`config.mk`:
```
export PLATFORM = sky130hd
export DESIGN_NAME = sat_ctrl_bridge
export DESIGN_NICKNAME = d
export VERILOG_FILES = /design/src/rtl/sat_bridge_pkg.sv /design/src/rtl/sat_bridge_ctrl.sv /design/src/rtl/sat_bridge_dp.sv /design/src/rtl/sat_ctrl_bridge.sv
export SDC_FILE = /design/constraint.sdc
export NUM_CORES = 1
export LEC_CHECK = 0
export ABC_AREA = 1
export CORE_AREA = 2 2 95 97
export DETAILED_ROUTE_END_ITERATION = 10
export DIE_AREA = 0 0 97 99
export DONT_BUFFER_PORTS = 1
export GPL_TIMING_DRIVEN = 0
export PLACE_DENSITY = 0.47
export SETUP_SLACK_MARGIN = 0.5
export SYNTH_ARGS = -nofsm -noshare
export SYNTH_HDL_FRONTEND = slang
export SYNTH_SLANG_ARGS = --single-unit
```
`constraint.sdc`:
```
create_clock -name clk -period 2.1 [get_ports clk]
set_input_delay 0.315 -clock clk [delete_from_list [all_inputs] [get_ports clk]]
set_output_delay 0.315 -clock clk [all_outputs]
set_load 0.05 [all_outputs]
```
`src/rtl/sat_bridge_pkg.sv`:
```
package sat_bridge_pkg;

  // Register offsets inside the register half of the address space
  localparam logic [2:0] REG_CTRL   = 3'd0;
  localparam logic [2:0] REG_SMASK  = 3'd1;
  localparam logic [2:0] REG_IMASK  = 3'd2;
  localparam logic [2:0] REG_STATUS = 3'd3;
  localparam logic [2:0] REG_PEND   = 3'd4;

  // Control bit positions
  localparam int CTRL_MODE_BIT = 0;
  localparam int CTRL_NRST_BIT = 1;

  // Strobes from the control half to the datapath half
  typedef struct packed {
    logic cfgWr;
    logic cfgRd;
    logic regRd;
  } acc_strobe_t;

endpackage

```
`src/rtl/sat_bridge_ctrl.sv`:
```
module sat_bridge_ctrl
  import sat_bridge_pkg::*;
#(
  parameter int NUM_UNITS   = 6,
  parameter int ADDR_W      = 16,
  parameter int DATA_W      = 32,
  parameter int START_LSB   = 8,
  parameter int SYNC_STAGES = 2
) (
  input  logic                 clk,
  input  logic                 rstN,
  input  logic                 accSel,
  input  logic                 accWe,
  input  logic [ADDR_W-1:0]    accAddr,
  input  logic [DATA_W-1:0]    accWdata,
  input  logic [NUM_UNITS-1:0] unitAck,
  output acc_strobe_t          strb,
  output logic [DATA_W-1:0]    regRdata,
  output logic                 testMode,
  output logic                 netReset,
  output logic [NUM_UNITS-1:0] unitStart,
  output logic                 kernelIrq
);

  localparam int REG_SPACE_BIT = ADDR_W - 1;

  logic                 isReg;
  logic [2:0]           regIdx;
  logic                 regWr;
  logic                 ctrlWr;
  logic                 smaskWr;
  logic                 imaskWr;
  logic                 statClr;
  logic [NUM_UNITS-1:0] startReq;
  logic                 startEv;

  logic [NUM_UNITS-1:0] startMask;
  logic [NUM_UNITS-1:0] irqMask;
  logic [NUM_UNITS-1:0] status;
  logic [NUM_UNITS-1:0] statusNxt;
  logic [NUM_UNITS-1:0] pending;
  logic [NUM_UNITS-1:0] ackSeen;
  logic [NUM_UNITS-1:0] syncQ [SYNC_STAGES];

  // Address decode
  assign isReg    = accAddr[REG_SPACE_BIT];
  assign regIdx   = accAddr[2:0];
  assign regWr    = accSel & accWe & isReg;
  assign ctrlWr   = regWr && (regIdx == REG_CTRL);
  assign smaskWr  = regWr && (regIdx == REG_SMASK);
  assign imaskWr  = regWr && (regIdx == REG_IMASK);
  assign statClr  = regWr && (regIdx == REG_STATUS);
  assign startReq = accWdata[START_LSB +: NUM_UNITS] & startMask;
  assign startEv  = ctrlWr && (|startReq);

  always_comb begin
    strb.cfgWr = accSel & accWe & ~isReg;
    strb.cfgRd = accSel & ~accWe & ~isReg;
    strb.regRd = accSel & ~accWe & isReg;
  end

  // Control and mask registers
  always_ff @(posedge clk) begin
    if (!rstN) begin
      testMode  <= 1'b0;
      netReset  <= 1'b0;
      startMask <= '0;
      irqMask   <= '0;
    end else begin
      if (ctrlWr) begin
        testMode <= accWdata[CTRL_MODE_BIT];
        netReset <= accWdata[CTRL_NRST_BIT];
      end
      if (smaskWr) startMask <= accWdata[NUM_UNITS-1:0];
      if (imaskWr) irqMask   <= accWdata[NUM_UNITS-1:0];
    end
  end

  // Acknowledge synchroniser chain
  always_ff @(posedge clk) begin
    if (!rstN) begin
      for (int s = 0; s < SYNC_STAGES; s++) syncQ[s] <= '0;
    end else begin
      syncQ[0] <= unitAck;
      for (int s = 1; s < SYNC_STAGES; s++) syncQ[s] <= syncQ[s-1];
    end
  end
  assign ackSeen = syncQ[SYNC_STAGES-1];

  // Sticky status: launch and write-one clear first, acknowledge wins
  always_comb begin
    statusNxt = status;
    if (startEv) statusNxt = statusNxt & ~startReq;
    if (statClr) statusNxt = statusNxt & ~accWdata[NUM_UNITS-1:0];
    statusNxt = statusNxt | ackSeen;
  end

  always_ff @(posedge clk) begin
    if (!rstN) begin
      status    <= '0;
      pending   <= '0;
      unitStart <= '0;
    end else begin
      status    <= statusNxt;
      unitStart <= startEv ? startReq : '0;
      if (startEv) pending <= startReq;
    end
  end

  // Kernel completion
  always_comb begin
    kernelIrq = (|pending) && ((pending & ~status) == '0) && ((pending & ~irqMask) == '0);
  end

  // Register read mux
  always_comb begin
    regRdata = '0;
    unique case (regIdx)
      REG_CTRL: begin
        regRdata[CTRL_MODE_BIT] = testMode;
        regRdata[CTRL_NRST_BIT] = netReset;
      end
      REG_SMASK:  regRdata[NUM_UNITS-1:0] = startMask;
      REG_IMASK:  regRdata[NUM_UNITS-1:0] = irqMask;
      REG_STATUS: regRdata[NUM_UNITS-1:0] = status;
      REG_PEND:   regRdata[NUM_UNITS-1:0] = pending;
      default:    regRdata = '0;
    endcase
  end

  AST_START_NEEDS_WRITE: assert property (@(posedge clk) disable iff (!rstN)
    (|unitStart) |-> $past(ctrlWr));
  AST_START_IN_MASK: assert property (@(posedge clk) disable iff (!rstN)
    (|unitStart) |-> ((unitStart & ~startMask) == '0));
  AST_NO_IRQ_AT_LAUNCH: assert property (@(posedge clk) disable iff (!rstN)
    (|unitStart) |-> !kernelIrq);
  AST_STATUS_STICKY: assert property (@(posedge clk) disable iff (!rstN)
    (!statClr && !startEv) |=> (($past(status) & ~status) == '0));

endmodule

```
`src/rtl/sat_bridge_dp.sv`:
```
module sat_bridge_dp
  import sat_bridge_pkg::*;
#(
  parameter int ADDR_W    = 16,
  parameter int DATA_W    = 32,
  parameter int RD_W      = 16
) (
  input  logic              clk,
  input  logic              rstN,
  input  logic              testMode,
  input  logic              hostSel,
  input  logic              hostWe,
  input  logic [ADDR_W-1:0] hostAddr,
  input  logic [DATA_W-1:0] hostWdata,
  output logic [DATA_W-1:0] hostRdata,
  input  logic              testSel,
  input  logic              testWe,
  input  logic [ADDR_W-1:0] testAddr,
  input  logic [DATA_W-1:0] testWdata,
  output logic [DATA_W-1:0] testRdata,
  output logic              accSel,
  output logic              accWe,
  output logic [ADDR_W-1:0] accAddr,
  output logic [DATA_W-1:0] accWdata,
  input  acc_strobe_t       strb,
  input  logic [DATA_W-1:0] regRdata,
  output logic [ADDR_W-2:0] cfgAddr,
  output logic [DATA_W-1:0] cfgWdata,
  output logic              cfgWrStb,
  output logic              cfgRdStb,
  input  logic [RD_W-1:0]   cfgRdata
);

  logic [DATA_W-1:0] rdMux;

  // Port steering by mode
  always_comb begin
    if (testMode) begin
      accSel   = testSel;
      accWe    = testWe;
      accAddr  = testAddr;
      accWdata = testWdata;
    end else begin
      accSel   = hostSel;
      accWe    = hostWe;
      accAddr  = hostAddr;
      accWdata = hostWdata;
    end
  end

  assign cfgAddr  = accAddr[ADDR_W-2:0];
  assign cfgWdata = accWdata;
  assign cfgWrStb = strb.cfgWr;
  assign cfgRdStb = strb.cfgRd;

  always_comb begin
    rdMux = '0;
    if (strb.cfgRd)      rdMux = {{(DATA_W-RD_W){1'b0}}, cfgRdata};
    else if (strb.regRd) rdMux = regRdata;
  end

  assign hostRdata = testMode ? '0 : rdMux;
  assign testRdata = testMode ? rdMux : '0;

  AST_STROBE_EXCL: assert property (@(posedge clk) disable iff (!rstN)
    !(cfgWrStb && cfgRdStb));
  AST_HOST_BLOCKED: assert property (@(posedge clk) disable iff (!rstN)
    (testMode && !testSel) |-> (!cfgWrStb && !cfgRdStb && hostRdata == '0));
  AST_TEST_BLOCKED: assert property (@(posedge clk) disable iff (!rstN)
    (!testMode && !hostSel) |-> (!cfgWrStb && !cfgRdStb && testRdata == '0));

endmodule

```
`src/rtl/sat_ctrl_bridge.sv`:
```
module sat_ctrl_bridge
  import sat_bridge_pkg::*;
#(
  parameter int NUM_UNITS   = 6,
  parameter int ADDR_W      = 16,
  parameter int DATA_W      = 32,
  parameter int RD_W        = 16,
  parameter int START_LSB   = 8,
  parameter int SYNC_STAGES = 2
) (
  input  logic                 clk,
  input  logic                 rstN,
  input  logic                 hostSel,
  input  logic                 hostWe,
  input  logic [ADDR_W-1:0]    hostAddr,
  input  logic [DATA_W-1:0]    hostWdata,
  output logic [DATA_W-1:0]    hostRdata,
  input  logic                 testSel,
  input  logic                 testWe,
  input  logic [ADDR_W-1:0]    testAddr,
  input  logic [DATA_W-1:0]    testWdata,
  output logic [DATA_W-1:0]    testRdata,
  output logic [ADDR_W-2:0]    cfgAddr,
  output logic [DATA_W-1:0]    cfgWdata,
  output logic                 cfgWrStb,
  output logic                 cfgRdStb,
  input  logic [RD_W-1:0]      cfgRdata,
  output logic                 netReset,
  output logic [NUM_UNITS-1:0] unitStart,
  input  logic [NUM_UNITS-1:0] unitAck,
  output logic                 kernelIrq
);

  logic              testMode;
  logic              accSel;
  logic              accWe;
  logic [ADDR_W-1:0] accAddr;
  logic [DATA_W-1:0] accWdata;
  logic [DATA_W-1:0] regRdata;
  acc_strobe_t       strb;

  sat_bridge_ctrl #(
    .NUM_UNITS(NUM_UNITS), .ADDR_W(ADDR_W), .DATA_W(DATA_W),
    .START_LSB(START_LSB), .SYNC_STAGES(SYNC_STAGES)
  ) uCtrl (
    .clk(clk), .rstN(rstN),
    .accSel(accSel), .accWe(accWe), .accAddr(accAddr), .accWdata(accWdata),
    .unitAck(unitAck), .strb(strb), .regRdata(regRdata),
    .testMode(testMode), .netReset(netReset),
    .unitStart(unitStart), .kernelIrq(kernelIrq)
  );

  sat_bridge_dp #(
    .ADDR_W(ADDR_W), .DATA_W(DATA_W), .RD_W(RD_W)
  ) uDp (
    .clk(clk), .rstN(rstN), .testMode(testMode),
    .hostSel(hostSel), .hostWe(hostWe), .hostAddr(hostAddr),
    .hostWdata(hostWdata), .hostRdata(hostRdata),
    .testSel(testSel), .testWe(testWe), .testAddr(testAddr),
    .testWdata(testWdata), .testRdata(testRdata),
    .accSel(accSel), .accWe(accWe), .accAddr(accAddr), .accWdata(accWdata),
    .strb(strb), .regRdata(regRdata),
    .cfgAddr(cfgAddr), .cfgWdata(cfgWdata),
    .cfgWrStb(cfgWrStb), .cfgRdStb(cfgRdStb), .cfgRdata(cfgRdata)
  );

endmodule

```
==> run summary, run 1 <==
RUN STATUS
--------------------------------------------------------------------------------------
Outcome                                                                   finished, violations left
Failing checks                                                            setup timing

DRT
--------------------------------------------------------------------------------------
Total vias in the final route                                                     3960
Post-Route M1 WL                                                               5.26 mm
Routed met3 length                                                             1.06 mm
Highest metal layer used by the detailed router                                   met4
Wirelength per Cell                                                            20.5 um
Vias/cell                                                                         5.30
DRC violation total after the first TritonRoute iteration                          241
Number of detailed-routing iterations run before antenna repair                      5
Post-route ant nets                                                                  0
WL final                                                                       15.3 mm
Sum of met2 wire segment lengths after detailed routing                        8.40 mm
Drt drc                                                                              0

FLOORPLAN
--------------------------------------------------------------------------------------
Width of the die                                                                 97 um
Core area                                                                    8550 um^2
Die Footprint                                                                9600 um^2
Num ports                                                                          245
Y dimension of the die                                                           99 um
Starting utilization of the core area                                            37.3%
Number of standard-cell rows in the floorplan                                       34

GLOBAL ROUTING
--------------------------------------------------------------------------------------
Vias in the first global route                                                    3664
Wire length of the first global-routing pass                                   20.0 mm
Largest net degree at the start of global routing                                   16
Global-route usage over all layers                                               26.3%
Congestion Overflow GR                                                               0
Initial antenna violation count                                                      0

TIMING
--------------------------------------------------------------------------------------
Setup-failing EPs final                                                             83
Measured slew at the worst slew-check pin                                     0.703 ns
Ratio of final minimum period to clock period                                     129%
Final WS setup                                                               -0.603 ns
Final Hold Viols                                                                     0
Shortest clock period the worst path allows after layout                       2.70 ns
Slew Limit Fails                                                                     0
Max-slew headroom at the worst pin                                               53.4%
RSZ-0062 raised after global routing                                               yes
FMAX                                                                           370 MHz
Post-route clock skew                                                       0.00735 ns

LAYOUT
--------------------------------------------------------------------------------------
Net total in the final layout                                                      762
Diode count                                                                          0
Fin area                                                                     6560 um^2
Fillers                                                                            529
Util after Layout                                                                76.7%
Relative area change from synthesis to final layout                               106%
Fraction of layout cells with a size suffix above 1                              56.7%

CLOCKING
--------------------------------------------------------------------------------------
Hold Buf Count CTS                                                                   0
Max H-tree Level                                                                     2
Worst-Skew Late Latency                                                        0.31 ns
Clock slew at the register clock pins of the worst setup and hold paths        0.09 ns
TritonCTS buffer count                                                               5
Root buffer cell                                                              clkbuf_8
CTS tree                                                                           yes
CTS Sinks                                                                           44
Longest Clk Path Bufs                                                                2

YOSYS
--------------------------------------------------------------------------------------
Per-instance average area after synthesis                                    5.91 um^2
Most common cell in the synthesized netlist                                    nand2_1
Synthesis-stage register bit count                                                  44
Post-synthesis async set-or-reset flop share                                        0%
Synthesized cell area                                                        3190 um^2
Ranking of synthesized cells by area                                      dfxtp_1, nand2_1, inv_1
Post-synthesis cell type with the largest combined area                        dfxtp_1
Synth Instances                                                                    539
EDFF count, synth                                                                    0
Synthesis warning total                                                              0
Dominant register cell in the synthesized netlist                              dfxtp_1
Portion of synthesized cell area occupied by the leading cell type               27.6%
Most used standard cells in the synthesized netlist                       nand2_1, inv_1, dfxtp_1
Sequential element share of the synthesized area                                 27.6%
Number of distinct library cells after synthesis                                    29

SETUP PATH
--------------------------------------------------------------------------------------
Crit-path max FO                                                                     8
Critical Path Start Type                                                          flop
CP Data Required Time                                                          1.78 ns
Crit. End Element                                                         primary output
Crit path DAT                                                                  2.39 ns
Type of the worst setup path                                              flop to primary output

POWER AND IR DROP
--------------------------------------------------------------------------------------
Power density normalized to cell area                                      400 nW/um^2
Worst IR drop on VDD                                                        0.000391 V
Pleak                                                                          2.79 nW

PLACEMENT
--------------------------------------------------------------------------------------
Cell area after placement                                                    4070 um^2
Worst slack at placement                                                     -0.223 ns
Half-perimeter wire length after placement                                     8.74 mm
Buffers added on ports                                                               0
Final GP Congestion                                                              0.847

MIN PATH
--------------------------------------------------------------------------------------
HP Class                                                                  input port to flop

JOB
--------------------------------------------------------------------------------------
Number of maximum-capacitance violations                                             0

==> layout make-up <==
class	instances	area [um^2]	share of cell area, %
Buffer	56	592	9.02
Clock inverter	3	47.5	0.725
Clock buffer	5	68.8	1.05
Sequential cell	44	891	13.6
Timing Repair Buffer	59	726	11.1
Multi-Input combinational cell	390	3730	56.9
Tap cell	108	135	2.06
Inverter	82	370	5.65
==> cell families (layout without fill, tap and decap cells) <==
kind of cell	Yosys count	count (layout)	share of synthesized area [%]
flip-flops	44	44	27.6
other	1	32	0.118
buffers and inverters	138	205	21.8
AO/OA/AOI/OAI	64	64	10.5
AND/OR/NAND/NOR	292	294	39.9
==> per-layer routing <==
metal | global-route usage, % | up-vias
li1 | - | 1805
met3 | 4.82 | 42
met1 | 30.4 | 1889
met5 | 0 | -
met2 | 49.3 | 224
met4 | 7.69 | 0
==> sequential cells by signal, summed over array words and instances, names as in the netlist <==
name	flops
uCtrl.netReset	1
uCtrl.pending	6
uCtrl.status	6
uCtrl.testMode	1
uCtrl.unitStart	6
uCtrl.startMask	6
uCtrl.syncQ	12
uCtrl.irqMask	6
==> cells in the final DEF, fill, tap and decap left out, types with 20 or more instances in the layout <==
master / synthesis / layout
buf_4: 33 / 59
dfxtp_1: 44 / 36
buf_6: 5 / 23
nor2_1: 30 / 26
inv_1: 76 / 62
nand2_1: 193 / 72
conb_1: 1 / 32
nand2_4: 4 / 33
nand2_2: 3 / 31
nand2_8: 0 / 66
nor3_4: 0 / 20
==> through the flow <==
stage | power (W) | TNS (ns) | instances | hold WS, ns
after global placement | 0.00161 | -3.97 | 678 | 0.397
after detailed placement | 0.00162 | -4.69 | 678 | 0.402
after floorplan | 0.00156 | -0.197 | 570 | 0.390
final | 0.00263 | -26.55 | 747 | 0.102
after global routing | 0.00272 | -32.80 | 747 | 0.0901
after CTS | 0.00252 | -14.43 | 723 | 0.0888
==> path summary, 6_finish.rpt <==
| check | slack, ns | cells past startpoint | start | to |
|---|---|---|---|---|
| max | -0.60 | 8 | uCtrl.testMode | hostRdata[6] |
| min | 0.10 | 2 | unitAck[3] | uCtrl.syncQ[0][3] |
| max reg2reg | -0.10 | 16 | uCtrl.testMode | uCtrl.status[2] |
| min reg2reg | 0.42 | 2 | uCtrl.syncQ[0][0] | uCtrl.syncQ[0][6] |
==> repair_timing <==
item / in CTS / in global routing
cloned: 9 / 3
setup buffers: 28 / 21
setup endpoints to repair: 112 / 112
gates resized for setup: 275 / 120
pin swaps: 65 / 50
==> critical path, cell delays in order, from the launching register on <==
cell and delay, ns:
dfxtp_2 0.36, buf_12 0.14, inv_12 0.05, nand2_1 0.11, nand2_2 0.11, nor2_4 0.47
inv_4 0.13, buf_16 0.18, nor3_4 0.52
==> report_power, final <==
part	switching [W]	total [W]	leakage, nW	internal (W)
combinational	0.000739	0.00108	2.37	0.000342
sequential	0.0000104	0.000866	0.362	0.000856
clock	0.000320	0.000678	0.0583	0.000359
No activity file was read; power rests on OpenSTA's default activity.
==> run 2: changes to the inputs <==
--- a/config.mk
+++ b/config.mk
@@ -5,13 +5,11 @@
 export SDC_FILE = /design/constraint.sdc
 export NUM_CORES = 1
 export LEC_CHECK = 0
-export ABC_AREA = 1
-export CORE_AREA = 2 2 95 97
+export CORE_UTILIZATION = 38
 export DETAILED_ROUTE_END_ITERATION = 10
-export DIE_AREA = 0 0 97 99
 export DONT_BUFFER_PORTS = 1
 export GPL_TIMING_DRIVEN = 0
-export PLACE_DENSITY = 0.47
+export PLACE_DENSITY = 0.48
 export SETUP_SLACK_MARGIN = 0.5
 export SYNTH_ARGS = -nofsm -noshare
 export SYNTH_HDL_FRONTEND = slang
==> run summary, run 2 <==
YOSYS
--------------------------------------------------------------------------------------
Most common cell in the synthesized netlist                                     mux2_2
Dominant register cell in the synthesized netlist                              dfxtp_1
Most used standard cells in the synthesized netlist                       mux2_2, dfxtp_1, and2_1, buf_4, nand2_1
Post-synthesis async set-or-reset flop share                                        0%   unchanged
Synth Instances                                                                    373   -31%
EDFF count, synth                                                                    0   unchanged
Synthesis-stage register bit count                                                  44   unchanged
Number of distinct library cells after synthesis                                    57   +97%
Per-instance average area after synthesis                                    8.92 um^2   +51%
Sequential element share of the synthesized area                                 26.5%   -1.2 points
Ranking of synthesized cells by area                                      dfxtp_1, mux2_2, buf_4
Synthesized cell area                                                        3330 um^2   +4.4%
Post-synthesis cell type with the largest combined area                        dfxtp_1
Synthesis warning total                                                              0   unchanged
Portion of synthesized cell area occupied by the leading cell type               26.5%   -1.2 points

LAYOUT
--------------------------------------------------------------------------------------
Relative area change from synthesis to final layout                              52.9%
Most frequent cells in the layout                                         buf_4, mux2_4, dfxtp_1
Fillers                                                                            735   +39%
Most frequent standard cell in the layout excluding fill and tap cells           buf_4
Post-layout instance count excluding filler cells                                  565   -24%
Largest register FFs                                                                12   unchanged
Area used by multi-input combinational logic                                 2840 um^2   -24%
Net total in the final layout                                                      583   -23%
Diode count                                                                          0   unchanged
Area occupied by registers                                                    887 um^2   -0.42%
Fraction of layout cells with a size suffix above 1                              53.9%   -2.7 points
Reg with most FFs                                                          uCtrl.syncQ

TIMING
--------------------------------------------------------------------------------------
RSZ-0062 raised after global routing                                               yes
Slew Limit Fails                                                                     0   unchanged
Ratio of final minimum period to clock period                                     130%   +1.2 points
Setup-failing EPs final                                                             54   -35%
Measured slew at the worst slew-check pin                                     0.816 ns   +0.113 ns
FMAX                                                                           366 MHz   -0.96%
Final WS setup                                                               -0.629 ns   -0.0262 ns
Final Hold Viols                                                                     0   unchanged
Max-slew headroom at the worst pin                                               45.6%   -7.8 points
Hold slack final                                                              0.133 ns   +0.0307 ns
Post-route clock skew                                                       0.00254 ns   -0.00481 ns
Shortest clock period the worst path allows after layout                       2.73 ns   +0.0262 ns

MIN PATH
--------------------------------------------------------------------------------------
HP Class                                                                  input port to flop

SETUP PATH
--------------------------------------------------------------------------------------
Crit path DAT                                                                  2.41 ns   +0.02 ns
Type of the worst setup path                                              flop to primary output
Critical Path Start Type                                                          flop
Crit-path max FO                                                                     6   -2
Crit. End Element                                                         primary output
CP Data Required Time                                                          1.78 ns   about the same

DRT
--------------------------------------------------------------------------------------
Total vias in the final route                                                     3158   -20%
WL final                                                                       11.6 mm   -24%
Number of detailed-routing iterations run before antenna repair                      4   -1
Vias/cell                                                                         5.59   +5.4%
Post-route ant nets                                                                  0   unchanged
Wirelength per Cell                                                            20.5 um   about the same
Drt drc                                                                              0   unchanged
DRC violation total after the first TritonRoute iteration                          141   -41%

PLACEMENT
--------------------------------------------------------------------------------------
Final GP Congestion                                                              0.869   +2.6%
Half-perimeter wire length after placement                                     8.71 mm   -0.34%
Instance count after placement with tap cells included                             509   -25%
Worst slack at placement                                                     -0.587 ns   -0.364 ns
Buffers added on ports                                                               0   unchanged

CLOCKING
--------------------------------------------------------------------------------------
CTS tree                                                                           yes
TritonCTS buffer count                                                               5   unchanged
Max H-tree Level                                                                     2   unchanged
Root buffer cell                                                              clkbuf_8
CTS Sinks                                                                           44   unchanged
Longest Clk Path Bufs                                                                2   unchanged
Worst-Skew Late Latency                                                        0.30 ns   about the same
Clock slew at the register clock pins of the worst setup and hold paths        0.09 ns   about the same

POWER AND IR DROP
--------------------------------------------------------------------------------------
Worst IR drop on VDD                                                        0.000556 V   +42%
Power density normalized to cell area                                      470 nW/um^2   +17%
Pleak                                                                          2.13 nW   -24%

GLOBAL ROUTING
--------------------------------------------------------------------------------------
Largest net degree at the start of global routing                                   16   unchanged
Initial antenna violation count                                                      0   unchanged
Wire length of the first global-routing pass                                   15.7 mm   -22%
Global-route usage over all layers                                               23.0%   -3.2 points
Vias in the first global route                                                    2753   -25%
Congestion Overflow GR                                                               0   unchanged

JOB
--------------------------------------------------------------------------------------
Number of maximum-capacitance violations                                             0   unchanged

RUN STATUS
--------------------------------------------------------------------------------------
Failing checks                                                            setup timing
Outcome                                                                   finished, violations left

FLOORPLAN
--------------------------------------------------------------------------------------
Y dimension of the die                                                         95.6 um   -3.4%
Die Footprint                                                                9140 um^2   -4.9%
Core area                                                                    8340 um^2   -2.5%
Number of standard-cell rows in the floorplan                                       33   -2.9%
Num ports                                                                          245   unchanged
Width of the die                                                               95.6 um   -1.5%
Starting utilization of the core area                                            39.9%   +2.6 points

run 2: cell count changes after synthesis, sizes merged, moves of 12 or more:
cell   change
mux2i     +15
nor3      -19
nand2    -174
a31oi     +12
nor2      -15
and2      +32
a21oi     -33
nand3     -12
o21ai     -17
a22o      +12
mux2      +48
inv       -73
run 2: kinds of logic after synthesis:
| logic type | share of synthesized area (%) |
|---|---|
| simple gates | 21.4 |
| other cells | 0.113 |
| mux | 21.6 |
| flops | 26.5 |
| xor+xnor | 0.526 |
| compound gates | 17.7 |
| buf+inv | 12.2 |
run 2: final timing paths:
path | slack [ns] | cells past startpoint | from | endpoint
setup / recovery | -0.63 | 6 | uCtrl.testMode | hostRdata[0]
hold / removal | 0.13 | 1 | unitAck[4] | uCtrl.syncQ[0][4]
hold reg to reg | 0.44 | 1 | uCtrl.syncQ[0][5] | uCtrl.syncQ[0][11]
setup reg to reg | -0.27 | 12 | uCtrl.testMode | uCtrl.pending[2]
run 2: power by group:
part	switching (W)	total (W)	internal, W
clock network	0.000317	0.000676	0.000359
registers	0.0000280	0.000890	0.000862
logic	0.000561	0.000826	0.000264
run 2: worst max-delay path, stage by stage, from the launching register on:
cell and delay (ns):
dfxtp_2 0.35, buf_12 0.13, mux2i_4 0.38, buf_6 0.15
nand4_1 0.09, and3_4 0.22, a2111oi_4 0.79
run 2: metal layers:
layer  vias up  GRT usage, %  part of all wire (%)
met5         -             0                     0
met4         0          5.97                   1.5
met3        16          4.39                   7.2
met2       147          40.3                    53
met1      1526          28.8                    39
li1       1469             -                     -
run 2: area by class of cell:
class                   instances  share of cell area (%)
clock buffers                   5                    1.35
plain buffers                  54                    10.8
clock inverters                 3                   0.910
inverters                       9                    1.01
flip-flops and latches         44                    17.4
repair buffers                 48                    10.2
well taps                     105                    2.58
multi-input cells             297                    55.7
run 2: per-stage QoR:
stage	utilization [%]	total power [W]	TNS (ns)	cell area, um^2
4_1_cts	54.8	0.00235	-7.44	4570
3_5_place_dp	48.0	0.00163	-4.28	4000
2_1_floorplan	-	0.00157	-1.00	3870
5_1_grt	61.0	0.00248	-13.25	5090
3_3_place_gp	48.0	0.00163	-3.58	4000
6_report	61.0	0.00239	-10.38	5090
run 2: repair_timing:
| action | in CTS | in global routing |
|---|---|---|
| hold buffers | 0 | 0 |
| cloned | 1 | 4 |
| setup buffers | 22 | 21 |
| pin swaps | 44 | 26 |
| endpoints found under the setup margin | 113 | 112 |
| gates resized for setup | 78 | 62 |
==> run 3: changes to the inputs <==
--- a/config.mk
+++ b/config.mk
@@ -5,11 +5,13 @@
 export SDC_FILE = /design/constraint.sdc
 export NUM_CORES = 1
 export LEC_CHECK = 0
-export CORE_UTILIZATION = 38
+export CELL_PAD_IN_SITES_DETAIL_PLACEMENT = 0
+export CELL_PAD_IN_SITES_GLOBAL_PLACEMENT = 2
+export CORE_UTILIZATION = 30
 export DETAILED_ROUTE_END_ITERATION = 10
 export DONT_BUFFER_PORTS = 1
 export GPL_TIMING_DRIVEN = 0
-export PLACE_DENSITY = 0.48
+export PLACE_DENSITY = 0.72
 export SETUP_SLACK_MARGIN = 0.5
 export SYNTH_ARGS = -nofsm -noshare
 export SYNTH_HDL_FRONTEND = slang
==> constraint.sdc (replaced) <==
create_clock -name clk -period 2.3 [get_ports clk]
set_input_delay 0.345 -clock clk [delete_from_list [all_inputs] [get_ports clk]]
set_output_delay 0.345 -clock clk [all_outputs]
set_load 0.05 [all_outputs]
==> run summary, run 3 (synthesis gave the netlist of run 2 again) <==
POWER AND IR DROP
--------------------------------------------------------------------------------------
Post-layout power                                                            0.00217 W   -9.4%
Worst IR drop on VDD                                                        0.000338 V   -39%
Power density normalized to cell area                                      431 nW/um^2   -8.3%
Pleak                                                                          2.14 nW   +0.68%
Clock network power share                                                        27.2%   -1.1 points
Internal                                                                     0.00136 W   -8.2%
Net switching power figure                                                  0.000804 W   -11%
Share of power burned in registers                                               37.4%   +0.2 points
Relative contribution of combinational cells to total power                      35.4%   +0.9 points
Net switching fraction of the power                                              37.1%   -0.81 points

SETUP PATH
--------------------------------------------------------------------------------------
Critical Path Start Type                                                          flop
Largest stage delay, worst path                                                0.87 ns   +0.08 ns
Worst Setup EP                                                            testRdata[0]
Crit path DAT                                                                  2.50 ns   +0.09 ns
Cell with the largest stage delay on the worst path                          a2111oi_4
Type of the worst setup path                                              flop to primary output
Crit-path max FO                                                                     6   unchanged
Launch instance of the worst register-to-register path                    uCtrl.testMode
CP Data Required Time                                                          1.96 ns   +0.18 ns
Critical Path, Cell by Cell                                               buf_8, buf_12, nand3b_1, a221oi_4, a21oi_4, a2111oi_4
Crit. End Element                                                         primary output
Worst setup path start                                                    uCtrl.testMode
R2R cell count                                                                       9   -3
R2r setup slk                                                                  0.22 ns   +0.49 ns
Reg2reg end                                                               uCtrl.irqMask[2]

TIMING
--------------------------------------------------------------------------------------
RSZ-0062 raised after global routing                                               yes
Ratio of final minimum period to clock period                                     123%
Final WS setup                                                               -0.540 ns   +0.0886 ns
Final Hold Viols                                                                     0   unchanged
Post-route clock skew                                                       0.00893 ns   +0.00640 ns
Post-route setup TNS                                                          -4.74 ns   +5.64 ns
Hold slack final                                                              0.172 ns   +0.0395 ns
Setup-failing EPs final                                                             23   -57%
FMAX                                                                           352 MHz
Max-slew headroom at the worst pin                                               36.8%   -8.8 points
Shortest clock period the worst path allows after layout                       2.84 ns
Measured slew at the worst slew-check pin                                     0.948 ns   +0.132 ns
Slew Limit Fails                                                                     0   unchanged

DRT
--------------------------------------------------------------------------------------
Vias/cell                                                                         5.13   -8.3%
Number of detailed-routing iterations run before antenna repair                      4   unchanged
WL final                                                                       12.7 mm   +10%
Wirelength per Cell                                                            21.3 um   +3.9%
Total vias in the final route                                                     3066   -2.9%
DRC violation total after the first TritonRoute iteration                          178   +26%
Post-route ant nets                                                                  0   unchanged
Drt drc                                                                              0   unchanged

PLACEMENT
--------------------------------------------------------------------------------------
Half-perimeter wire length after placement                                     9.75 mm   +12%
Final GP Congestion                                                              0.806   -7.3%
Buffers added on ports                                                               0   unchanged
Worst slack at placement                                                     -0.519 ns   +0.0680 ns

CLOCKING
--------------------------------------------------------------------------------------
Longest Clk Path Bufs                                                                2   unchanged
TritonCTS buffer count                                                               5   unchanged
Clock slew at the register clock pins of the worst setup and hold paths        0.08 ns   about the same
Root buffer cell                                                              clkbuf_8
Worst-Skew Late Latency                                                        0.30 ns   about the same
Max H-tree Level                                                                     2   unchanged
CTS tree                                                                           yes
CTS Sinks                                                                           44   unchanged

GLOBAL ROUTING
--------------------------------------------------------------------------------------
Global-route usage over all layers                                               21.4%   -1.7 points
Congestion Overflow GR                                                               0   unchanged
Largest net degree at the start of global routing                                   14   -2
Vias in the first global route                                                    2940   +6.8%
Initial antenna violation count                                                      0   unchanged
Wire length of the first global-routing pass                                   18.1 mm   +15%

RUN STATUS
--------------------------------------------------------------------------------------
Outcome                                                                   finished, violations left
Failing checks                                                            setup timing

LAYOUT
--------------------------------------------------------------------------------------
Diode count                                                                          0   unchanged
Most frequent standard cell in the layout excluding fill and tap cells           buf_4
Largest register FFs                                                                12   unchanged
Relative area change from synthesis to final layout                              51.0%
Reg with most FFs                                                          uCtrl.syncQ
Fraction of layout cells with a size suffix above 1                              51.3%   -2.6 points
Most frequent cells in the layout                                         buf_4, mux2_4, dfxtp_1
Fillers                                                                           1017   +38%
Net total in the final layout                                                      581   -0.34%

FLOORPLAN
--------------------------------------------------------------------------------------
Width of the die                                                                107 um   +12%
Starting utilization of the core area                                            30.7%   -9.2 points
Die Footprint                                                               11500 um^2   +26%
Y dimension of the die                                                          107 um   +12%
Number of standard-cell rows in the floorplan                                       38   +15%
Core area                                                                   10800 um^2   +30%
Num ports                                                                          245   unchanged

MIN PATH
--------------------------------------------------------------------------------------
HP Class                                                                  input port to flop

JOB
--------------------------------------------------------------------------------------
Number of maximum-capacitance violations                                             0   unchanged

[run 3: worst max-delay path: cells and delay by family (launching register included)]
family	cells	cell delay, ns
compound gates	3	1.36
buf+inv	2	0.28
flops	1	0.33
simple gates	1	0.22
[run 3: layout make-up]
type / count / area (um^2) / area share, %
inverter: 9 / 51.3 / 1.02
timing repair buffer: 46 / 536 / 10.7
multi-input combinational: 297 / 2740 / 54.5
tap: 140 / 175 / 3.49
sequential: 44 / 886 / 17.6
clock inverter: 2 / 35.0 / 0.697
clock buffer: 6 / 72.6 / 1.44
buffer: 54 / 531 / 10.6
[run 3: worst min-delay path by stage]
stage	from	end	slack [ns]	cells after the start
finish	unitAck[1]	uCtrl.syncQ[0][1]	0.17	1
global route	unitAck[2]	uCtrl.syncQ[0][2]	0.16	1
CTS	unitAck[5]	uCtrl.syncQ[0][5]	0.16	1
detailed placement	uCtrl.syncQ[0][0]	uCtrl.syncQ[0][6]	0.42	1
global placement	uCtrl.syncQ[0][3]	uCtrl.syncQ[0][9]	0.41	1
floorplan	uCtrl.syncQ[0][4]	uCtrl.syncQ[0][10]	0.41	1
[run 3: per-layer routing]
| layer | GRT usage (%) | vias to the layer above | routed length (um) |
|---|---|---|---|
| met4 | 4.31 | 0 | 115 |
| met1 | 27.1 | 1440 | 5260 |
| met2 | 37.4 | 142 | 6470 |
| met5 | 0 | - | 0 |
| met3 | 4.24 | 8 | 870 |
| li1 | - | 1476 | - |
[run 3: power groups by stage]
| stage | clock, W | combinational [W] | sequential (W) |
|---|---|---|---|
| final | 0.000589 | 0.000767 | 0.000810 |
| after global routing | 0.000634 | 0.000806 | 0.000814 |
| after global placement | 0 | 0.000658 | 0.000825 |
| after detailed placement | 0 | 0.000659 | 0.000825 |
| after floorplan | 0 | 0.000603 | 0.000818 |
| after CTS | 0.000601 | 0.000735 | 0.000809 |
[run 3: timing repair]
item,4_1_cts,5_1_grt
pin swaps,50,28
hold buffers,0,0
cloned,7,0
buffers inserted,27,12
endpoints found under the setup margin,111,112
endpoints found under the hold margin,0,0
gates resized for setup,109,31
[run 3: through the flow]
step                cell area (um^2)  utilization, %  instances
global route                    5020            46.4        598
global placement                3960            36.5        544
finish                          5020            46.4        598
detailed placement              3960            36.5        544
floorplan                       3780               -        404
CTS                             4790            44.2        586
